<file path="config.mk">
export PLATFORM = sky130hd
export DESIGN_NAME = sdc_bank_track
export DESIGN_NICKNAME = d
export VERILOG_FILES = /design/src/rtl/sdc_bank_track.sv
export SDC_FILE = /design/constraint.sdc
export NUM_CORES = 1
export LEC_CHECK = 0
export BUFFER_PORTS_ARGS = -buffer_cell sky130_fd_sc_hd__clkbuf_2
export CORE_ASPECT_RATIO = 1.5
export CORE_MARGIN = 2
export CORE_UTILIZATION = 35
export CTS_CLUSTER_SIZE = 14
export DETAILED_ROUTE_END_ITERATION = 7
export SYNTH_ARGS = -nofsm -noshare
export SYNTH_HDL_FRONTEND = slang
export SYNTH_SLANG_ARGS = --single-unit
</file>
<file path="constraint.sdc">
create_clock -name clk -period 2.95 [get_ports clk]
set_clock_uncertainty 0.2 [all_clocks]
set_input_delay 0.59 -clock clk [delete_from_list [all_inputs] [get_ports clk]]
set_output_delay 0.59 -clock clk [all_outputs]
set_load 0.05 [all_outputs]
</file>
<file path="src/rtl/sdc_bank_track.sv">
module sdc_bank_track #(
    parameter int ROW_W  = 11,
    parameter int CNT_W  = 4,
    parameter int LOCK_W = 4
) (
    input  logic              clk,
    input  logic              rst_n,
    input  logic              act_i,
    input  logic [ROW_W-1:0]  row_i,
    input  logic              close_i,
    input  logic              rw_i,
    input  logic              ap_i,
    input  logic              fp_mode_i,
    input  logic [LOCK_W-1:0] bl_i,
    input  logic              bst_i,
    output logic              open_o,
    output logic [ROW_W-1:0]  row_o,
    output logic [CNT_W-1:0]  act_age_o,
    output logic [CNT_W-1:0]  pre_age_o,
    output logic              locked_o,
    output logic              fp_o
);

    typedef struct packed {
        logic              open;
        logic [ROW_W-1:0]  row;
        logic [CNT_W-1:0]  act_age;
        logic [CNT_W-1:0]  pre_age;
        logic              pend;
        logic [LOCK_W-1:0] lock;
        logic              fp;
    } bank_st_t;

    bank_st_t st_d, st_q;

    always_comb begin
        st_d = st_q;
        if (st_q.act_age != '1) st_d.act_age = st_q.act_age + CNT_W'(1);
        if (st_q.pre_age != '1) st_d.pre_age = st_q.pre_age + CNT_W'(1);
        if (st_q.pend) begin
            st_d.lock = st_q.lock - LOCK_W'(1);
            if (st_q.lock == LOCK_W'(1)) begin
                st_d.open    = 1'b0;
                st_d.pend    = 1'b0;
                st_d.pre_age = CNT_W'(1);
            end
        end
        if (act_i) begin
            st_d.open    = 1'b1;
            st_d.row     = row_i;
            st_d.act_age = CNT_W'(1);
        end
        if (close_i && st_q.open) begin
            st_d.open    = 1'b0;
            st_d.fp      = 1'b0;
            st_d.pre_age = CNT_W'(1);
        end
        if (rw_i) begin
            st_d.fp = fp_mode_i && !ap_i;
            if (ap_i) begin
                if (bl_i <= LOCK_W'(1)) begin
                    st_d.open    = 1'b0;
                    st_d.pre_age = CNT_W'(1);
                end else begin
                    st_d.pend = 1'b1;
                    st_d.lock = bl_i - LOCK_W'(1);
                end
            end
        end
        if (bst_i) st_d.fp = 1'b0;
    end

    always_ff @(posedge clk or negedge rst_n) begin
        if (!rst_n) begin
            st_q         <= '0;
            st_q.act_age <= '1;
            st_q.pre_age <= '1;
        end else begin
            st_q <= st_d;
        end
    end

    assign open_o    = st_q.open;
    assign row_o     = st_q.row;
    assign act_age_o = st_q.act_age;
    assign pre_age_o = st_q.pre_age;
    assign locked_o  = st_q.pend;
    assign fp_o      = st_q.fp;

    // an accepted activate leaves the bank open holding the sampled row
    a_r2_act_opens: assert property (@(posedge clk) disable iff (!rst_n)
        act_i |=> (open_o && row_o == $past(row_i)));

    // a pending auto-precharge only exists on an open bank
    a_r7_lock_on_open: assert property (@(posedge clk) disable iff (!rst_n)
        locked_o |-> open_o);

    // a pending auto-precharge always has cycles left to run
    a_r7_lock_count: assert property (@(posedge clk) disable iff (!rst_n)
        locked_o |-> (st_q.lock != '0));

endmodule

</file>
==> results of run 1 <==
synth_stat cells (all sizes together), types with 2 or more instances:
cell type / number / area, um2
buf: 22 / 163.9
dfrtp: 18 / 450.4
dfstp: 8 / 210.2
ha: 6 / 75.07
inv: 5 / 18.77
mux2: 11 / 123.9
mux2i: 6 / 60.06
nand2: 5 / 18.77
nand3: 4 / 20.02
nand3b: 2 / 15.01
nor2: 5 / 18.77
nor3: 5 / 25.02
xnor2: 5 / 43.79
xor2: 2 / 17.52
path summary, 6_finish.rpt:
check | slack (ns) | cells past startpoint | to
worst min-delay path | 0.13 | 1 | fp_o
worst max register to register | 1.27 | 4 | pre_age_o[0]
min in group clk | 0.26 | 2 | fp_o
worst max-delay path | 1.03 | 1 | act_age_o[2]
worst min register to register | 0.31 | 1 | row_o[10]
max in group asynchronous | 2.00 | 1 | st_q[2]
report_power, final:
group          internal, mW  switching [mW]
Sequential            0.468          0.0877
Combinational         0.194           0.355
Clock                0.0912           0.100
state kept, by name (all words and copies together) (netlist names):
| register | cells |
|---|---|
| locked_o | 1 |
| act_age_o | 4 |
| open_o | 1 |
| pre_age_o | 4 |
| fp_o | 1 |
| st_q | 4 |
| row_o | 11 |
cell families after synthesis:
| family | count (synthesis) |
|---|---|
| AOI/OAI and AO/OA | 8 |
| xor gates and xnor gates | 7 |
| adders and majority gates | 6 |
| buffers and inverters | 27 |
| DFF | 26 |
| muxes | 17 |
| and+or+nand+nor | 30 |
through the flow:
step	setup WS [ns]	utilization, %	std cells	hold WS [ns]
detailed placement	0.8760	39.16	188	0.2977
CTS	1.011	40.21	191	0.1587
global placement	0.9438	39.16	188	0.2874
floorplan	1.154	-	121	0.09441
global route	0.9651	40.21	191	0.1808
finish	1.027	40.21	191	0.1337
cell type report:
class	instances	share of cell area, %
multi-input combinational	68	36.80
inverter	5	1.190
clock buffer	3	2.617
timing repair buffer	44	13.96
tap	45	3.569
sequential	26	41.87
per-layer routing:
layer / vias to the layer above / track usage [%] / share of wire, %
li1: 449 / - / -
met1: 442 / 11.97 / 42
met2: 31 / 18.94 / 50
met3: 2 / 1.869 / 6.4
met4: 0 / 5.000 / 0.83
met5: - / 0 / 0
==> summary.txt, run 1 <==
Power
  • Pwr/cell area: 821.0 nW/um2
  • Largest vdd supply drop: 0.0004407 V
  • Power Total: 1.295 mW
  • Leak pwr: 0.7492 nW

STA
  • Worst-margin pin slew: 0.6398 ns
  • Slew Limit Fails: 0
  • Rel. slew slack: 57.35%
  • Hold Fails Final Rpt: 0
  • Setup TNS: 0 ns
  • Final Critical Period: 1.923 ns
  • Final setup fails: 0
  • Fin crit share: 65.19%
  • RSZ-0062 raised after global routing: no
  • Fmax: 520.0 MHz

Clock network
  • Resize count post-CTS: 0
  • Clk_lat worst skew: 0.26 ns
  • Root buffer cell: clkbuf_8
  • Clock Sinks: 26
  • CTS Buffer Depth: 2
  • Worst-path clk slew: 0.08 ns
  • Setup Buffers After CTS: 0
  • Hold buffer count at cts: 0
  • H-tree level count: 1
  • CTS tree: done
  • Total CTS buffers: 3

Logic synthesis
  • Cells after Synth: 121
  • Mapped Area: 1424 um2
  • Number of flops mapped to enable cells by yosys: 0
  • Synth Area in XOR/XNOR: 4.306%
  • Netlist cell types: 33
  • Avg Inst Size Synth: 11.77 um2
  • Adder-cell share of the synthesized area: 5.272%
  • Synth Area in Compound Gates: 6.151%
  • Post-synthesis simple-gate area fraction: 12.13%
  • Dominant synthesized flop cell: dfrtp_1
  • Largest family of logic cells by synthesized area: multiplexers
  • Syn_nets: 150
  • Mux contribution to synthesized area: 12.92%
  • Register area share after synthesis: 46.40%
  • Yosys reg bits: 26
  • Ys async rst share: 100.0%
  • Syn. warnings: 0

Setup path
  • Max stage delay on crit path: 0.58 ns
  • Worst Path Max Fanout: 6
  • Critical path's slowest cell: dfstp_2
  • Setup crit start kind: flip-flop
  • Crit. End Element: output port
  • Arrival time at the worst endpoint: 1.13 ns
  • Cell family with most CP delay: flip-flops
  • Worst r2r src: pre_age_o[0]
  • CP cell instances: clkbuf_2
  • CP bufs+invs: 1
  • Critical Path RT: 2.16 ns
  • Critical path type: reg -> out
  • Start point of the critical path: act_age_o[2]

Placed design
  • Placed cell areas: 1536 um2
  • Gpl congestion: 0.6825
  • Post-DP HPWL: 1.783 mm
  • IO buf count: 44

Floorplanning
  • Standard-cell row count: 28
  • Starting density of the core: 36.29%
  • CORE AREA: 3924 um2
  • Total die area: 4605 um2
  • Top Ports: 45
  • Die Ht: 82.12 um
  • Die X: 56.08 um

Worst hold path
  • Hold WC Path Type: in -> async

Run
  • Total of max-cap violations: 0

Drt
  • Routed via count: 924
  • Wirelength per Cell: 12.05 um
  • Vias per cell: 4.838
  • First-pass DRT Iterations: 4
  • Initial DRC Count: 20
  • Antenna Nets Post-Route: 0
  • DRC errors left: 0
  • Overall routed net length: 2.301 mm

Layout
  • # fillers: 403
  • Layout cell share with drive strength beyond 1: 50.00%
  • Most frequent cells in the layout: clkbuf_2 (44), dfrtp_1 (18), mux2_2 (11)
  • Final layout net count: 177
  • Leading cell type in the layout, fill and taps excluded: clkbuf_2
  • Footprint of the multi-input gates: 580.6 um2
  • Sequential Area: 660.6 um2
  • Final instance area: 1578 um2
  • Area Growth Syn to Fin: 10.81%
  • # diodes: 0

GRT
  • Total gr overflow: 0
  • Global-route wire length before repair: 3.822 mm
  • Initial antenna violation count: 0
  • Number of global-route vias before repair: 885
  • Tot GR Track Use: 10.48%
  • Largest net degree at the start of global routing: 27

Run status
  • Status: finished clean
Note: power is estimated with default switching activity, not from simulation.
==> run 2, diff against run 1 <==
==> constraint.sdc (replaced) <==
create_clock -name clk -period 1.88 [get_ports clk]
set_clock_uncertainty 0.2 [all_clocks]
set_input_delay 0.376 -clock clk [delete_from_list [all_inputs] [get_ports clk]]
set_output_delay 0.376 -clock clk [all_outputs]
set_load 0.05 [all_outputs]
==> summary.txt, run 2 (synthesized netlist as in run 1, its figures left out) <==
Setup path
  • Critical path type: reg -> out
  • Critical path's slowest cell: dfstp_2
  • Worst r2r src: pre_age_o[0]
  • RR Endpoint: pre_age_o[0]
  • Critical Path RT: 1.30 ns (-0.86 ns)
  • Cell family with most CP delay: flip-flops
  • CP bufs+invs: 1 (unchanged)
  • R2R Setup Slk: 0.21 ns (-1.06 ns)
  • Max stage delay on crit path: 0.58 ns (about the same)
  • Setup crit start kind: flip-flop
  • CP cell instances: clkbuf_2
  • Arrival time at the worst endpoint: 1.13 ns (about the same)
  • Worst reg2reg path depth: 4 (unchanged)
  • Worst Path Max Fanout: 6 (unchanged)
  • Crit. End Element: output port

STA
  • Final setup fails: 0 (unchanged)
  • Setup TNS: 0 ns (unchanged)
  • Fmax: 584.9 MHz
  • Fin crit share: 90.94%
  • Final Critical Period: 1.710 ns
  • Hold Fails Final Rpt: 0 (unchanged)
  • Rel. slew slack: 57.24% (-0.10 points)
  • Worst-margin pin slew: 0.6413 ns (+0.001525 ns)
  • Slew Limit Fails: 0 (unchanged)
  • RSZ-0062 raised after global routing: no

Worst hold path
  • Cells on Worst Hold Path: 2
  • Min-delay src: bst_i
  • Hold WC Path Type: in -> reg
  • Worst hold path endpoint: fp_o

GRT
  • Initial antenna violation count: 0 (unchanged)
  • Largest net degree at the start of global routing: 27 (unchanged)
  • Total gr overflow: 0 (unchanged)
  • Global-route wire length before repair: 3.843 mm (+0.55%)
  • Number of global-route vias before repair: 883 (-0.23%)
  • Tot GR Track Use: 10.55% (+0.066 points)

Placed design
  • Cells after DPL: 188 (unchanged)
  • Gpl congestion: 0.6825 (unchanged)
  • IO buf count: 44 (unchanged)
  • Post-DP HPWL: 1.790 mm (+0.41%)

Run status
  • Status: finished clean

Layout
  • # diodes: 0 (unchanged)
  • Fin util: 40.47% (+0.26 points)
  • Area Growth Syn to Fin: 11.51%
  • Most frequent cells in the layout: clkbuf_2 (44), dfrtp_1 (18), mux2_2 (11)
  • Leading cell type in the layout, fill and taps excluded: clkbuf_2
  • Max reg flops: 11 (unchanged)
  • Final layout net count: 178 (+0.56%)
  • Layout cell share with drive strength beyond 1: 49.66% (-0.34 points)
  • Final Non-Filler Cells: 192 (+0.52%)

Clock network
  • Clock Sinks: 26 (unchanged)
  • Clk_lat worst skew: 0.26 ns (about the same)
  • CTS Buffer Depth: 2 (unchanged)
  • Root buffer cell: clkbuf_8
  • Worst-path clk slew: 0.09 ns (about the same)
  • Total CTS buffers: 3 (unchanged)
  • H-tree level count: 1 (unchanged)
  • CTS tree: done
  • Setup Buffers After CTS: 0 (unchanged)

Drt
  • Overall routed net length: 2.305 mm (+0.17%)
  • Vias per cell: 4.839 (about the same)
  • DRC errors left: 0 (unchanged)
  • M1 WL: 998 um (+2.4%)
  • WL met2: 1.147 mm (-1.0%)
  • First-pass DRT Iterations: 3 (-1)
  • Antenna Nets Post-Route: 0 (unchanged)
  • Highest Signal Layer: met4
  • Wirelength per Cell: 12.01 um (-0.35%)
  • Routed via count: 929 (+0.54%)
  • DR WL met3: 140 um (-4.8%)
  • Initial DRC Count: 21 (+5.0%)

Floorplanning
  • Starting density of the core: 36.29% (unchanged)
  • Die X: 56.08 um (unchanged)
  • CORE AREA: 3924 um2 (unchanged)
  • Standard-cell row count: 28 (unchanged)
  • Die Ht: 82.12 um (unchanged)
  • Total die area: 4605 um2 (unchanged)
  • Top Ports: 45 (unchanged)

Power
  • Largest vdd supply drop: 0.0006931 V (+57%)
  • Leak pwr: 0.7534 nW (+0.56%)
  • Pwr/cell area: 1283 nW/um2 (+56%)

Run
  • Total of max-cap violations: 0 (unchanged)
[run 2: cell count changes in the layout (fill, tap and decap cells not counted), sizes merged]
cell and delta:
dlygate4sd3 +1
[run 2: worst max-delay path by stage]
stage	startpoint	end	slack, ns	cells past startpoint
global route	act_age_o[2]	act_age_o[2]	0.11	1
global placement	bl_i[0]	st_q[1]	0.09	6
CTS	act_age_o[2]	act_age_o[2]	0.15	1
floorplan	locked_o	pre_age_o[0]	0.26	2
finish	act_age_o[2]	act_age_o[2]	0.17	1
detailed placement	bl_i[0]	st_q[3]	0.02	6
[run 2: cell type report]
cell class                      count  area [um2]
Clock buffer                        3       41.29
Fill cell                         394        2336
Inverter                            5       18.77
Multi-Input combinational cell     68       580.6
Sequential cell                    26       660.6
Tap cell                           45       56.30
Timing Repair Buffer               45       230.2
[run 2: timing repair]
| item | CTS | global route |
|---|---|---|
| hold endpoints to repair | 18 | 0 |
| hold buffers | 1 | 0 |
| gates resized for setup | 0 | 0 |
[run 2: power by group]
group	switching (mW)	internal, mW
combinational	0.553	0.306
clock	0.161	0.143
sequential	0.139	0.734
[run 2: metrics by stage]
stage / total power, mW / area [um2] / hold slack, ns / worst slack, ns
2_1_floorplan: 1.646 / 1424 / -0.1196 / 0.2642
6_report: 2.037 / 1588 / 0.04566 / 0.1703
5_1_grt: 2.179 / 1588 / 0.04568 / 0.1095
4_1_cts: 2.071 / 1588 / 0.04037 / 0.1542
3_3_place_gp: 1.725 / 1536 / 0.2213 / 0.08777
3_5_place_dp: 1.753 / 1536 / 0.2417 / 0.02333
[run 2: metal layers]
layer / vias up / GRT usage, %
met2: 31 / 18.94
met3: 2 / 1.713
met4: 0 / 5.000
li1: 452 / -
met5: - / 0
met1: 444 / 12.27
==> run 3, diff against run 2 <==
--- a/config.mk
+++ b/config.mk
@@ -7,7 +7,6 @@
 export LEC_CHECK = 0
 export BUFFER_PORTS_ARGS = -buffer_cell sky130_fd_sc_hd__clkbuf_2
 export CORE_ASPECT_RATIO = 1.5
-export CORE_MARGIN = 2
 export CORE_UTILIZATION = 35
 export CTS_CLUSTER_SIZE = 14
 export DETAILED_ROUTE_END_ITERATION = 7
==> constraint.sdc (replaced) <==
create_clock -name clk -period 1.4 [get_ports clk]
set_clock_uncertainty 0.2 [all_clocks]
set_input_delay 0.28 -clock clk [delete_from_list [all_inputs] [get_ports clk]]
set_output_delay 0.28 -clock clk [all_outputs]
set_load 0.05 [all_outputs]
==> summary.txt, run 3 (synthesized netlist as in run 1, its figures left out) <==
Layout
  • Sequential Area: 663.1 um2 (+0.38%)
  • Layout cell share with drive strength beyond 1: 75.56% (+26 points)
  • Footprint of the multi-input gates: 805.8 um2 (+39%)
  • Final layout net count: 210 (+18%)
  • Most frequent cells in the layout: clkbuf_2 (22), buf_4 (20), dfrtp_1 (16)
  • Area Growth Syn to Fin: 63.09%
  • Max reg flops: 11 (unchanged)
  • Leading cell type in the layout, fill and taps excluded: clkbuf_2
  • # diodes: 0 (unchanged)
  • Fin util: 59.18% (+19 points)
  • Final Non-Filler Cells: 225 (+17%)
  • # fillers: 330 (-16%)

Power
  • Leak pwr: 1.018 nW (+35%)
  • Sequential Power Share: 30.0% (-13 points)
  • Largest vdd supply drop: 0.001097 V (+58%)
  • Power Total: 3.998 mW (+96%)
  • Pwr/cell area: 1722 nW/um2 (+34%)
  • Combinational share of power: 58.2% (+16 points)
  • Sw frac: 38.19% (-3.7 points)
  • Clock share of power: 11.9% (-3.0 points)
  • Internal power: 2.471 mW (+110%)
  • NetSw: 1.527 mW (+79%)

Setup path
  • Worst Path Max Fanout: 3 (-3)
  • Setup crit start kind: flip-flop
  • Crit. End Element: output port
  • Arrival time at the worst endpoint: 1.10 ns (-0.03 ns)
  • Critical path type: reg -> out
  • Critical Path RT: 0.92 ns (-0.38 ns)

Drt
  • Routed via count: 1074 (+16%)
  • Overall routed net length: 3.045 mm (+32%)
  • Wirelength per Cell: 13.53 um (+13%)
  • Initial DRC Count: 3 (-86%)
  • Antenna Nets Post-Route: 0 (unchanged)
  • Vias per cell: 4.773 (-1.3%)
  • First-pass DRT Iterations: 2 (-1)
  • DRC errors left: 0 (unchanged)

STA
  • Fin crit share: 113.0%
  • Hold Fails Final Rpt: 0 (unchanged)
  • Setup TNS: -1.371 ns (-1.371 ns)
  • Slew Limit Fails: 0 (unchanged)
  • Rel. slew slack: 60.49% (+3.2 points)
  • Setup ws final: -0.1827 ns (-0.3530 ns)
  • Final Critical Period: 1.583 ns
  • Fmax: 631.8 MHz
  • Final setup fails: 15 (+15)
  • Worst-margin pin slew: 0.5906 ns (-0.05071 ns)
  • RSZ-0062 raised after global routing: yes

Clock network
  • Worst-path clk slew: 0.09 ns (about the same)
  • Clock Sinks: 26 (unchanged)
  • Total CTS buffers: 3 (unchanged)
  • CTS Buffer Depth: 2 (unchanged)
  • Root buffer cell: clkbuf_8
  • Clk_lat worst skew: 0.26 ns (about the same)
  • CTS tree: done
  • H-tree level count: 1 (unchanged)

Placed design
  • Cells after DPL: 207 (+10%)
  • Post-DP HPWL: 2.190 mm (+22%)
  • IO buf count: 44 (unchanged)
  • Gpl congestion: 0.6896 (+1.0%)

Floorplanning
  • Top Ports: 45 (unchanged)
  • CORE AREA: 3924 um2 (unchanged)
  • Die Ht: 80.12 um (-2.4%)
  • Starting density of the core: 36.29% (unchanged)
  • Standard-cell row count: 28 (unchanged)
  • Die X: 54.08 um (-3.6%)
  • Total die area: 4333 um2 (-5.9%)

Run status
  • Status: finished with violations
  • Failing checks: setup timing

GRT
  • Total gr overflow: 0 (unchanged)
  • Global-route wire length before repair: 4.685 mm (+22%)
  • Tot GR Track Use: 14.68% (+4.1 points)
  • Largest net degree at the start of global routing: 18 (-33%)
  • Number of global-route vias before repair: 1126 (+28%)
  • Initial antenna violation count: 0 (unchanged)

Worst hold path
  • Hold WC Path Type: in -> reg

Run
  • Total of max-cap violations: 0 (unchanged)
run 3: what timing repair did:
| item | 4_1_cts | 5_1_grt |
|---|---|---|
| resized for setup | 41 | 51 |
| cloned | 0 | 0 |
| endpoints found under the hold margin | 8 | 0 |
| setup buffers | 7 | 6 |
| hold buffers | 2 | 0 |
| pin swaps | 3 | 10 |
| setup endpoints to repair | 17 | 35 |
run 3: routing by layer:
metal,up-vias,track usage [%],share of wire (%)
met5,-,0,0
met4,0,3.846,0.56
met3,2,1.705,3.6
met2,30,29.51,62
met1,526,14.71,34
li1,516,-,-
run 3: final timing paths:
check,startpoint,end,slack (ns),cells past startpoint
max,pre_age_o[0],pre_age_o[0],-0.18,2
min,row_i[0],row_o[0],0.04,2
max reg2reg,pre_age_o[0],pre_age_o[0],-0.17,4
min reg2reg,row_o[0],row_o[0],0.31,1
max in group asynchronous,rst_n,row_o[3],0.27,3
min in group asynchronous,rst_n,st_q[2],0.28,2
run 3: stage by stage:
stage               cell area [um2]  setup WS, ns  hold WS (ns)
floorplan                      1486      -0.08648       -0.2156
global placement               1742       -0.2064       0.03025
detailed placement             1742       -0.2529       0.04116
CTS                            2122       -0.1886       0.04040
global route                   2322       -0.2205       0.03800
finish                         2322       -0.1827       0.04416
run 3: layout make-up:
cell class                 count  share of cell area, %
inverter                       5                  1.024
timing repair buffer          77                  30.93
tap                           45                  2.425
multi-input combinational     68                  34.70
clock buffer                   4                  2.371
sequential                    26                  28.56
run 3: power groups by stage:
stage | registers [mW] | logic [mW] | clock network (mW)
CTS | 1.17 | 1.99 | 0.489
global route | 1.22 | 2.49 | 0.528
floorplan | 1.25 | 1.03 | 0
detailed placement | 1.16 | 1.46 | 0
global placement | 1.15 | 1.41 | 0
finish | 1.20 | 2.33 | 0.475
run 3: critical path, stage by stage, from the launching register on:
cell       delay (ns)
dfstp_2          0.58
buf_6            0.12
clkbuf_16        0.15
